==> src/rtl/extbus_pkg.sv <==
package extbus_pkg;
  localparam int ADDR_W = 28;
  localparam int DATA_W = 16;
  localparam int BYTE_W = 8;
  localparam int TAG_W  = 4;
  localparam int N_AREA = 8;
  localparam int IDX_W  = $clog2(N_AREA);
  localparam int LW_W   = 4;
  localparam int CNT_W  = LW_W + 1;
  localparam int LANES  = DATA_W / BYTE_W;

  typedef enum logic [1:0] {ST_IDLE, ST_ACCESS, ST_GAP} seq_st_e;

  typedef struct packed {
    logic             hit;
    logic [IDX_W-1:0] idx;
    logic             is16;
    logic             xwait;
    logic [LW_W-1:0]  lwait;
  } area_info_t;

  // base clocks of one bus cycle before any external stretch
  function automatic logic [CNT_W-1:0] cyc_len(input logic xwait,
                                               input logic [LW_W-1:0] lwait,
                                               input logic wr);
    if (xwait) return wr ? CNT_W'(3) : CNT_W'(2);
    return CNT_W'(1) + CNT_W'(lwait);
  endfunction

  // active-high lane enables: [1] upper lane, [0] lower lane
  function automatic logic [LANES-1:0] lane_en(input logic is16, input logic word,
                                               input logic a0);
    if (!is16) return 2'b01;
    if (word)  return 2'b11;
    return a0 ? 2'b01 : 2'b10;
  endfunction

  // byte handed to the bus for a byte-lane transfer
  function automatic logic [BYTE_W-1:0] out_byte(input logic split, input logic phase,
                                                 input logic [DATA_W-1:0] wd);
    if (split && !phase) return wd[DATA_W-1:BYTE_W];
    return wd[BYTE_W-1:0];
  endfunction

  // read value after one bus cycle is folded into the accumulated data
  function automatic logic [DATA_W-1:0] merge_rd(input logic is16, input logic word,
                                                 input logic a0, input logic phase,
                                                 input logic [DATA_W-1:0] acc,
                                                 input logic [DATA_W-1:0] bus);
    logic [BYTE_W-1:0] lo, hi;
    lo = bus[BYTE_W-1:0];
    hi = bus[DATA_W-1:BYTE_W];
    if (is16 && word) return bus;
    if (is16)         return {{BYTE_W{1'b0}}, (a0 ? lo : hi)};
    if (!word)        return {{BYTE_W{1'b0}}, lo};
    if (!phase)       return {lo, {BYTE_W{1'b0}}};
    return {acc[DATA_W-1:BYTE_W], lo};
  endfunction
endpackage

==> src/rtl/extbus_area_dec.sv <==
module extbus_area_dec import extbus_pkg::*; #(
  parameter logic [N_AREA-1:0]       AREA_EN    = 8'b0100_0111,
  parameter logic [N_AREA*TAG_W-1:0] AREA_TAG   = 32'h0600_0A10,
  parameter logic [N_AREA-1:0]       AREA_IS16  = 8'b0000_0101,
  parameter logic [N_AREA-1:0]       AREA_XWAIT = 8'b0000_0010,
  parameter logic [N_AREA*LW_W-1:0]  AREA_LWAIT = 32'h0200_0101
) (
  input  logic [TAG_W-1:0] tag,
  output area_info_t       info
);
  logic [N_AREA-1:0] match;

  for (genvar g = 0; g < N_AREA; g++) begin : g_match
    assign match[g] = AREA_EN[g] && (tag == AREA_TAG[g*TAG_W +: TAG_W]);
  end

  // lowest matching index wins if a configuration overlaps
  always_comb begin
    info = '0;
    for (int i = N_AREA - 1; i >= 0; i--) begin
      if (match[i]) begin
        info.hit   = 1'b1;
        info.idx   = IDX_W'(i);
        info.is16  = AREA_IS16[i];
        info.xwait = AREA_XWAIT[i];
        info.lwait = AREA_LWAIT[i*LW_W +: LW_W];
      end
    end
  end
endmodule

==> src/rtl/extbus_wait_timer.sv <==
module extbus_wait_timer import extbus_pkg::*; (
  input  logic             clk,
  input  logic             rst_n,
  input  logic             run,
  input  logic [CNT_W-1:0] len,
  input  logic             xwait,
  input  logic             wait_n,
  output logic             last_clk,
  output logic             hold,
  output logic             done
);
  logic [CNT_W-1:0] cnt;

  assign last_clk = run && (cnt == CNT_W'(len - CNT_W'(1)));
  assign hold     = last_clk && xwait && !wait_n;
  assign done     = last_clk && !hold;

  always_ff @(posedge clk or negedge rst_n) begin
    if (!rst_n)             cnt <= '0;
    else if (!run || done)  cnt <= '0;
    else if (!hold)         cnt <= cnt + CNT_W'(1);
  end

  AST_CNT_BOUND: assert property (@(posedge clk) disable iff (!rst_n)
    run |-> (cnt < len));
  AST_HOLD_STAYS: assert property (@(posedge clk) disable iff (!rst_n)
    hold |=> (run && last_clk));
  AST_FIXED_NO_HOLD: assert property (@(posedge clk) disable iff (!rst_n)
    (run && !xwait) |-> !hold);
endmodule

==> src/rtl/extbus_steer.sv <==
module extbus_steer import extbus_pkg::*; (
  input  logic              is16,
  input  logic              word,
  input  logic              phase,
  input  logic [ADDR_W-1:0] addr,
  input  logic [DATA_W-1:0] wdata,
  input  logic [DATA_W-1:0] rd_acc,
  input  logic [DATA_W-1:0] bus_rdata,
  output logic [ADDR_W-1:0] bus_addr,
  output logic [DATA_W-1:0] bus_wdata,
  output logic [LANES-1:0]  lanes,
  output logic [DATA_W-1:0] rd_next
);
  logic split;
  logic [BYTE_W-1:0] wbyte;

  assign split = word && !is16;
  assign wbyte = out_byte(split, phase, wdata);

  always_comb begin
    if (!word)      bus_addr = addr;
    else if (is16)  bus_addr = {addr[ADDR_W-1:1], 1'b0};
    else            bus_addr = {addr[ADDR_W-1:1], phase};
  end

  assign bus_wdata = (is16 && word) ? wdata : {LANES{wbyte}};
  assign lanes     = lane_en(is16, word, addr[0]);
  assign rd_next   = merge_rd(is16, word, addr[0], phase, rd_acc, bus_rdata);
endmodule

==> src/rtl/extbus_cs_ctrl.sv <==
module extbus_cs_ctrl import extbus_pkg::*; #(
  parameter logic [N_AREA-1:0]       AREA_EN    = 8'b0100_0111,
  parameter logic [N_AREA*TAG_W-1:0] AREA_TAG   = 32'h0600_0A10,
  parameter logic [N_AREA-1:0]       AREA_IS16  = 8'b0000_0101,
  parameter logic [N_AREA-1:0]       AREA_XWAIT = 8'b0000_0010,
  parameter logic [N_AREA*LW_W-1:0]  AREA_LWAIT = 32'h0200_0101
) (
  input  logic              clk,
  input  logic              rst_n,
  input  logic              req_valid,
  output logic              req_ready,
  input  logic [ADDR_W-1:0] req_addr,
  input  logic              req_write,
  input  logic              req_word,
  input  logic [DATA_W-1:0] req_wdata,
  output logic              rsp_ack,
  output logic              rsp_err,
  output logic [DATA_W-1:0] rsp_rdata,
  output logic [ADDR_W-1:0] bus_addr,
  output logic [N_AREA-1:0] bus_cs_n,
  output logic              bus_rd_n,
  output logic [LANES-1:0]  bus_wr_n,
  output logic [DATA_W-1:0] bus_wdata,
  input  logic [DATA_W-1:0] bus_rdata,
  input  logic              bus_wait_n
);
  seq_st_e          st;
  area_info_t       dec;
  logic [IDX_W-1:0] t_idx;
  logic             t_is16, t_xwait, t_wr, t_word, phase, pend2;
  logic [LW_W-1:0]  t_lwait;
  logic [ADDR_W-1:0] t_addr;
  logic [DATA_W-1:0] t_wdata, rd_acc, rd_next;
  logic [LANES-1:0] lanes;
  logic [CNT_W-1:0] len;
  logic             in_access, accept, t_split;
  logic             last_clk, hold, done;

  assign in_access = (st == ST_ACCESS);
  assign req_ready = (st == ST_IDLE);
  assign accept    = req_valid && req_ready;
  assign t_split   = t_word && !t_is16;
  assign len       = cyc_len(t_xwait, t_lwait, t_wr);

  extbus_area_dec #(
    .AREA_EN(AREA_EN), .AREA_TAG(AREA_TAG), .AREA_IS16(AREA_IS16),
    .AREA_XWAIT(AREA_XWAIT), .AREA_LWAIT(AREA_LWAIT)
  ) u_dec (
    .tag  (req_addr[ADDR_W-1 -: TAG_W]),
    .info (dec)
  );

  extbus_wait_timer u_timer (
    .clk      (clk),
    .rst_n    (rst_n),
    .run      (in_access),
    .len      (len),
    .xwait    (t_xwait),
    .wait_n   (bus_wait_n),
    .last_clk (last_clk),
    .hold     (hold),
    .done     (done)
  );

  extbus_steer u_steer (
    .is16      (t_is16),
    .word      (t_word),
    .phase     (phase),
    .addr      (t_addr),
    .wdata     (t_wdata),
    .rd_acc    (rd_acc),
    .bus_rdata (bus_rdata),
    .bus_addr  (bus_addr),
    .bus_wdata (bus_wdata),
    .lanes     (lanes),
    .rd_next   (rd_next)
  );

  for (genvar g = 0; g < N_AREA; g++) begin : g_cs
    assign bus_cs_n[g] = !(in_access && (t_idx == IDX_W'(g)));
  end

  assign bus_rd_n  = !(in_access && !t_wr);
  assign bus_wr_n  = (in_access && t_wr) ? ~lanes : '1;
  assign rsp_rdata = rd_acc;

  always_ff @(posedge clk or negedge rst_n) begin
    if (!rst_n) begin
      st      <= ST_IDLE;
      t_idx   <= '0;
      t_is16  <= 1'b0;
      t_xwait <= 1'b0;
      t_lwait <= '0;
      t_wr    <= 1'b0;
      t_word  <= 1'b0;
      t_addr  <= '0;
      t_wdata <= '0;
      phase   <= 1'b0;
      pend2   <= 1'b0;
      rd_acc  <= '0;
      rsp_ack <= 1'b0;
      rsp_err <= 1'b0;
    end else begin
      rsp_ack <= 1'b0;
      rsp_err <= 1'b0;
      unique case (st)
        ST_IDLE: begin
          if (accept) begin
            t_idx   <= dec.idx;
            t_is16  <= dec.is16;
            t_xwait <= dec.xwait;
            t_lwait <= dec.lwait;
            t_wr    <= req_write;
            t_word  <= req_word;
            t_addr  <= req_addr;
            t_wdata <= req_wdata;
            phase   <= 1'b0;
            pend2   <= 1'b0;
            rd_acc  <= '0;
            if (dec.hit) begin
              st <= ST_ACCESS;
            end else begin
              rsp_ack <= 1'b1;
              rsp_err <= 1'b1;
            end
          end
        end
        ST_ACCESS: begin
          if (done) begin
            if (!t_wr) rd_acc <= rd_next;
            st <= ST_GAP;
            if (t_split && !phase) pend2   <= 1'b1;
            else                   rsp_ack <= 1'b1;
          end
        end
        ST_GAP: begin
          if (pend2) begin
            pend2 <= 1'b0;
            phase <= 1'b1;
            st    <= ST_ACCESS;
          end else begin
            st <= ST_IDLE;
          end
        end
        default: st <= ST_IDLE;
      endcase
    end
  end

  AST_ONE_CS: assert property (@(posedge clk) disable iff (!rst_n)
    $onehot0(~bus_cs_n));
  AST_STROBE_NEEDS_CS: assert property (@(posedge clk) disable iff (!rst_n)
    (!bus_rd_n || (bus_wr_n != '1)) |-> (bus_cs_n != '1));
  AST_IDLE_GAP: assert property (@(posedge clk) disable iff (!rst_n)
    done |=> ((bus_cs_n == '1) && bus_rd_n && (bus_wr_n == '1)));
  AST_ACK_PULSE: assert property (@(posedge clk) disable iff (!rst_n)
    rsp_ack |=> !rsp_ack);
  AST_ERR_WITH_ACK: assert property (@(posedge clk) disable iff (!rst_n)
    rsp_err |-> rsp_ack);
  AST_MISS_NO_CYCLE: assert property (@(posedge clk) disable iff (!rst_n)
    (accept && !dec.hit) |=> (rsp_ack && rsp_err && (bus_cs_n == '1)));
  AST_HIT_STARTS: assert property (@(posedge clk) disable iff (!rst_n)
    (accept && dec.hit) |=> (bus_cs_n != '1));
  AST_READY_IDLE: assert property (@(posedge clk) disable iff (!rst_n)
    req_ready |-> (bus_cs_n == '1));
  AST_SPLIT_NO_EARLY_ACK: assert property (@(posedge clk) disable iff (!rst_n)
    (done && t_split && !phase) |=> !rsp_ack);
  AST_WAIT_KEEPS_CS: assert property (@(posedge clk) disable iff (!rst_n)
    hold |=> $stable(bus_cs_n));
  AST_UNUSED_CS_HIGH: assert property (@(posedge clk) disable iff (!rst_n)
    (bus_cs_n & ~AREA_EN) == (~AREA_EN));
endmodule

==> config.mk <==
export PLATFORM = sky130hd
export DESIGN_NAME = extbus_cs_ctrl
export DESIGN_NICKNAME = d
export VERILOG_FILES = /design/src/rtl/extbus_pkg.sv /design/src/rtl/extbus_area_dec.sv /design/src/rtl/extbus_wait_timer.sv /design/src/rtl/extbus_steer.sv /design/src/rtl/extbus_cs_ctrl.sv
export SDC_FILE = /design/constraint.sdc
export NUM_CORES = 1
export LEC_CHECK = 0
export BUFFER_PORTS_ARGS = -buffer_cell sky130_fd_sc_hd__buf_2
export CAP_MARGIN = 10
export CORE_ASPECT_RATIO = 1.4
export CORE_MARGIN = 8
export CORE_UTILIZATION = 40
export DETAILED_ROUTE_END_ITERATION = 10
export MAX_ROUTING_LAYER = met4
export PLACE_DENSITY = 0.67
export REMOVE_ABC_BUFFERS = 1
export SLEW_MARGIN = 5
export SYNTH_ARGS = -nofsm -noshare
export SYNTH_HDL_FRONTEND = slang
export SYNTH_SLANG_ARGS = --single-unit
==> constraint.sdc <==
create_clock -name clk -period 4.08 [get_ports clk]
set_clock_uncertainty 0.15 [all_clocks]
set_input_delay 0.612 -clock clk [delete_from_list [all_inputs] [get_ports clk]]
set_output_delay 0.612 -clock clk [all_outputs]
set_load 0.02 [all_outputs]
### After elaboration in Yosys (flattened, before gate mapping)

Cells that the tools add are included.

| storage, ports and cells | value |
|---|---|
| register bits | 82 |
| word-level logic and storage cells | 151 |
| bits of input ports | 66 |
| output and inout bits | 74 |

| cells by class | value |
|---|---|
| add/subtract/negate cells | 3 |
| reductions and logical operators | 46 |
| bitwise logic cells | 1 |
| multiplexer cells | 64 |
| equality and inequality tests | 21 |

Operators by type and width:

| cell | number |
|---|---|
| $mux W16 | 12 |
| $mux W10 | 4 |
| $pmux W16 S2 | 1 |
| $mux W1 | 27 |
| $mux W8 | 3 |
| $mux W5 | 4 |
| $logic_and A1 B1 Y1 | 18 |
| $mux W2 | 9 |
| $logic_not A1 Y1 | 15 |
| $eq A3 B3 Y1 const B | 4 |
| $ne A2 B1 Y1 const B | 4 |
| $reduce_and A4 Y1 | 2 |
| $eq A3 B2 Y1 const B | 2 |
| $ne A2 B2 Y1 const B | 3 |
| $pmux W2 S3 | 1 |
| $reduce_and A3 Y1 | 2 |
| $add A1 B4 Y5 const A | 1 |
| $add A5 B1 Y5 const B | 1 |
| $eq A5 B5 Y1 | 1 |
| $ne A5 B1 Y1 const B | 1 |
| $reduce_and A5 Y1 | 1 |
| $sub A5 B1 Y5 const B | 1 |
| $eq A4 B1 Y1 const B | 1 |
| $eq A4 B3 Y1 const B | 1 |
| other kinds (14) | 16 |

### Logic depth before layout (Yosys ltp)

| logic depth | value |
|---|---|
| depth in word-level cells | 15 |
| gate-level depth with buffers | 11 |
| depth with buffers taken out | 8 |

### Modules after synthesis

From an unflattened synthesis, not the netlist that was laid out.

| unflattened totals | value |
|---|---|
| cells, all modules | 381 |
| area total of the unflattened synthesis | 4687.0 µm² |

Modules (own cells, without submodules):

| module | times used | cells an instance | area each (µm²) | seq. area each (µm²) |
|---|---|---|---|---|
| extbus_cs_ctrl | 1 | 208 | 3331.9 | 1926.8 |
| extbus_steer | 1 | 109 | 778.2 | 0.0 |
| extbus_wait_timer | 1 | 49 | 475.5 | 125.1 |
| extbus_area_dec | 1 | 15 | 101.3 | 0.0 |

### Least setup slack after synthesis

No wires, ideal clock.

| path | value |
|---|---|
| kind | flip-flop to flip-flop |
| from | register t_lwait[0] |
| to | register rd_acc[15], in the netlist rsp_rdata[15] |
| slack | 1.212 ns |
| clock period less this slack | 2.868 ns |
| arrival time | 2.640 ns |
| buffers on the path | 4 |
| data required time | 3.852 ns |
| library setup time | 0.078 ns |
| stages on the path, launching flop included | 12 |
| cells stage by stage | dfrtp_1 -> clkbuf_1 -> clkbuf_1 -> nor3b_1 -> ha_1 -> xor2_1 -> nand4_1 -> or4_1 -> buf_2 -> or2_0 -> buf_2 -> o2bb2ai_1 |

| between the ends | value |
|---|---|
| cells in the longest elaborated chain, start to end | 11 |

Ends and longest elaborated chain:

| item | RTL line | text |
|---|---|---|
| from (decl) | extbus_cs_ctrl.sv:31 | `logic [LW_W-1:0] t_lwait;` |
| from (signal assigned) | extbus_cs_ctrl.sv:112 | `t_lwait <= dec.lwait;` |
| $add A1 B4 Y5 * | extbus_pkg.sv:27 | `return CNT_W'(1) + CNT_W'(lwait);` |
| $mux W5 * | extbus_pkg.sv:27 |  |
| $sub A5 B1 Y5 * | extbus_wait_timer.sv:14 | `assign last_clk = run && (cnt == CNT_W'(len - CNT_W'(1)));` |
| $eq A5 B5 Y1 * | extbus_wait_timer.sv:14 |  |
| $logic_and A1 B1 Y1 * | extbus_wait_timer.sv:14 |  |
| $logic_and A1 B1 Y1 (2 in a row) | extbus_wait_timer.sv:15 | `assign hold = last_clk && xwait && !wait_n;` |
| $logic_not A1 Y1 | extbus_wait_timer.sv:16 | `assign done = last_clk && !hold;` |
| $logic_and A1 B1 Y1 * | extbus_wait_timer.sv:16 |  |
| $ne A2 B1 Y1 (no source line) * | -- |  |
| $reduce_and A5 Y1 (no source line) * | -- |  |
| to (signal assigned) | extbus_cs_ctrl.sv:130 | `if (!t_wr) rd_acc <= rd_next;` |
| to (decl) | extbus_cs_ctrl.sv:33 | `logic [DATA_W-1:0] t_wdata, rd_acc, rd_next;` |

Every way passes the cells marked *; elsewhere a longest branch is shown, timed or not.
A chain may end at the register's enable or synchronous reset.

### Worst setup path after layout

| path | value |
|---|---|
| from | register t_lwait[1] |
| to | register rd_acc[14], in the netlist rsp_rdata[14] |

Same word-level chain as after synthesis.

==> results.md <==
* Result of the run: finished clean
* Residual overflow from global routing at 0
* Number of DRC markers after the initial detailed-route iteration at 125
* Maximum net fanout on the critical path at 17
* FF-to-FF setup slack at 0.76 ns
* Data required time of the worst path at 4.18 ns
* Post-Synthesis Cell Area at 3850 µm²
* Fin Hold WS at 0.280 ns
* Setup repair after global routing missed its margin: no
* Clk Latency, worst-skew pair at 0.33 ns
* Switching fraction of total power at 42.5%
* Post-synthesis cell count at 421
* Initial DRT Pass Iterations at 4
* Die height at 132 µm
* Commonest register cell after synthesis: sky130_fd_sc_hd__dfrtp_1
* FF-to-FF Start: t_lwait[1]
* Number of buffers added on ports at 139
* Number of storage elements in the synthesis netlist at 77
* CP Launch Type: flop
* Final weighted congestion in routability-driven placement at 0.791
* Capturing instance or port of the critical path: rsp_rdata[14]
* Std cell rows at 42
* Core utilization of the finished layout at 50.7%
* Instance area at placement at 4440 µm²
* Internal power consumption at 2.21 mW
* Fraction of final layout cells with drive strength greater than 1 at 33.8%
* DRC Markers at 0
* Non-Filler Cell Area, Final at 4760 µm²
* Relative area change from synthesis to final layout at 23.7%
* Max transition margin at 23.1%
* Worst r2r dst: rsp_rdata[14]
* Post-CTS setup-driven buffer insertion count at 0
* Fraction of registers with async set or reset after synthesis at 100%
* Pin count of the biggest net entering global routing at 78
* Combinational power share at 45.2%
* Clock period minus final worst setup slack at 3.32 ns
* Fin cells at 640
* Cts hold-fix bufs at 0
* Number of enable flip-flop cells after synthesis at 0
* Final antenna diode count at 0
* Max Cap Viol at 0
* Synthesis warning total at 0
* Wire length of the first global-routing pass at 16900 µm
* Setup WS pre-CTS at 0.836 ns
* Critical path startpoint: t_lwait[1]
* Summed negative setup slack over all endpoints at 0 ns
* DR vias at 3267
* Total GRT Usage at 16.4%
* Buffers from clock root to sink, at most at 2
* CTS tree: yes
* Estimated wirelength of the detail-placed design at 7380 µm
* Layout filler cell count at 910
* Final #Nets at 594
* Fin. max-slew vios at 0
* Critical Path AT at 3.41 ns
* Power Dens Cells at 806 nW/µm²
* Share of total power in the clock network at 22.5%
* Peak supply drop at 0.360 mV
* Yosys cell types at 42
* Slew @ Worst Pin at 1.15 ns
* Fmax at 0.301 GHz
* Initial cell density of the core at 41.0%
* Count of placed standard cells including taps at 624
* Full die area at 13100 µm²
* Placeable core region at 9410 µm²
* Root Buffer: sky130_fd_sc_hd__clkbuf_16
* Share of the yosys chip area belonging to registers at 50.0%
* I/O pins at 140
* Total number of clock tree sinks at 77
* Power share of the sequential group at 32.3%
* Most common library cell in the layout ignoring fill and taps: sky130_fd_sc_hd__nand2_1
* H-tree levels at 3
* Antenna violations before repair at 0
* Via density at 5.10
* Critical path capture point type: flop
* Drt total wl at 10200 µm
* Power Total at 3.84 mW
* Post-layout worst setup margin at 0.761 ns
* Cts repair resizes at 0
* Number of CTS-inserted buffers at 9
* Period utilisation layout at 81.3%
* Path category of the worst min-delay check: input port to asynchronous set/reset pin
* Average cell area after synthesis at 9.15 µm²
* Leak pwr at 2.50 nW
* Number of global-route vias before repair at 3522
* P_sw at 1.63 mW
* Detail-routed net length per standard cell at 15.9 µm
* Commonest non-fill, non-tap cells in the layout: 151 x sky130_fd_sc_hd__nand2_1, 138 x sky130_fd_sc_hd__buf_2, 77 x sky130_fd_sc_hd__dfrtp_1
* CTS clock-pin slew for the worst setup and hold paths at 0.06 ns
* Final setup violating endpoints at 0
* Chip Width at 98.9 µm
* Number of nets with antenna violations after routing at 0
* Hold violation count in the final report at 0
* Number of cells on the worst reg-to-reg path at 8
* Worst setup path category: flop to flop
-- cell type report --
class	instances	area, µm²	share of cell area (%)
flip-flops and latches	77	1930	40.4
inverters	3	11.3	0.236
multi-input cells	291	1630	34.3
clock buffers	13	260	5.46
repair buffers	143	728	15.3
well taps	110	138	2.89
clock inverters	3	67.6	1.42
-- power by group through the flow --
stage / combinational, mW / sequential, mW / clock, mW
after global routing: 1.91 / 1.28 / 0.912
after floorplan: 0.951 / 1.41 / 0
after global placement: 1.73 / 1.23 / 0
after detailed placement: 1.76 / 1.25 / 0
after CTS: 1.77 / 1.24 / 0.883
final: 1.73 / 1.24 / 0.865
-- Yosys cell counts (2+ instances only) --
| cell type | instances | area (µm²) |
|---|---|---|
| sky130_fd_sc_hd__buf_2 | 5 | 25.0 |
| sky130_fd_sc_hd__xnor2_1 | 4 | 35.0 |
| sky130_fd_sc_hd__o31ai_1 | 2 | 15.0 |
| sky130_fd_sc_hd__buf_1 | 2 | 7.51 |
| sky130_fd_sc_hd__nand4_1 | 3 | 18.8 |
| sky130_fd_sc_hd__mux2_2 | 16 | 180 |
| sky130_fd_sc_hd__nand3_1 | 18 | 90.1 |
| sky130_fd_sc_hd__o21ai_0 | 10 | 50.1 |
| sky130_fd_sc_hd__a22oi_1 | 8 | 60.1 |
| sky130_fd_sc_hd__nor2_1 | 11 | 41.3 |
| sky130_fd_sc_hd__buf_4 | 27 | 203 |
| sky130_fd_sc_hd__xor2_1 | 3 | 26.3 |
| sky130_fd_sc_hd__ha_1 | 3 | 37.5 |
| sky130_fd_sc_hd__nand2b_1 | 4 | 25.0 |
| sky130_fd_sc_hd__nor2b_1 | 6 | 37.5 |
| sky130_fd_sc_hd__o41ai_1 | 8 | 70.1 |
| sky130_fd_sc_hd__dfrtp_1 | 77 | 1930 |
| sky130_fd_sc_hd__nor3b_1 | 3 | 22.5 |
| sky130_fd_sc_hd__mux2i_1 | 8 | 80.1 |
| sky130_fd_sc_hd__o2bb2ai_1 | 10 | 87.6 |
| sky130_fd_sc_hd__and2_1 | 2 | 12.5 |
| sky130_fd_sc_hd__nor3_1 | 3 | 15.0 |
| sky130_fd_sc_hd__clkbuf_1 | 16 | 60.1 |
| sky130_fd_sc_hd__nand2_1 | 152 | 571 |
| sky130_fd_sc_hd__inv_1 | 3 | 11.3 |
-- registers in the layout, summed over array words and instances, names as in the netlist, 2 cells and up --
register / count
t_addr: 28
rsp_rdata: 16
t_wdata: 16
u_timer.cnt: 5
st: 2
t_idx: 2
t_lwait: 2
-- worst min-delay path by stage --
stage                          to          start  slack (ns)  cells after the start
finish              rsp_rdata[13]          rst_n        0.28                      1
global route           t_addr[14]   req_addr[14]        0.32                      3
CTS                   t_wdata[11]  req_wdata[11]        0.31                      3
detailed placement     t_addr[21]     t_addr[21]        0.31                      2
global placement       t_addr[22]     t_addr[22]        0.30                      2
floorplan                   pend2          rst_n        0.17                      0
-- routing by layer --
| metal | wire (µm) | up-vias | GRT usage, % |
|---|---|---|---|
| li1 | - | 1594 | - |
| met1 | 4150 | 1547 | 17.8 |
| met2 | 5270 | 114 | 27.5 |
| met3 | 584 | 12 | 4.18 |
| met4 | 189 | 0 | 7.20 |
| met5 | 0 | - | - |
-- critical path, stage by stage (launching register included) --
cell                        delay [ns]
sky130_fd_sc_hd__dfrtp_1          0.44
sky130_fd_sc_hd__ha_1             0.37
sky130_fd_sc_hd__nor3b_1          0.22
sky130_fd_sc_hd__ha_1             0.28
sky130_fd_sc_hd__xor2_1           0.14
sky130_fd_sc_hd__nand4_1          0.15
sky130_fd_sc_hd__or4_1            0.78
sky130_fd_sc_hd__or2_0            0.48
sky130_fd_sc_hd__o2bb2ai_1        0.23
-- kinds of logic (layout without fill, tap and decap cells) --
kind of cell	Yosys count	after routing	synth area share (%)
DFF	77	77	50.0
buffers and inverters	53	162	7.96
adders and majority gates	3	3	0.974
muxes	24	24	6.76
and+or+nand+nor	210	210	23.4
AOI/OAI and AO/OA	47	47	9.26
xor gates and xnor gates	7	7	1.59
Power figures use the tool's default switching activity.
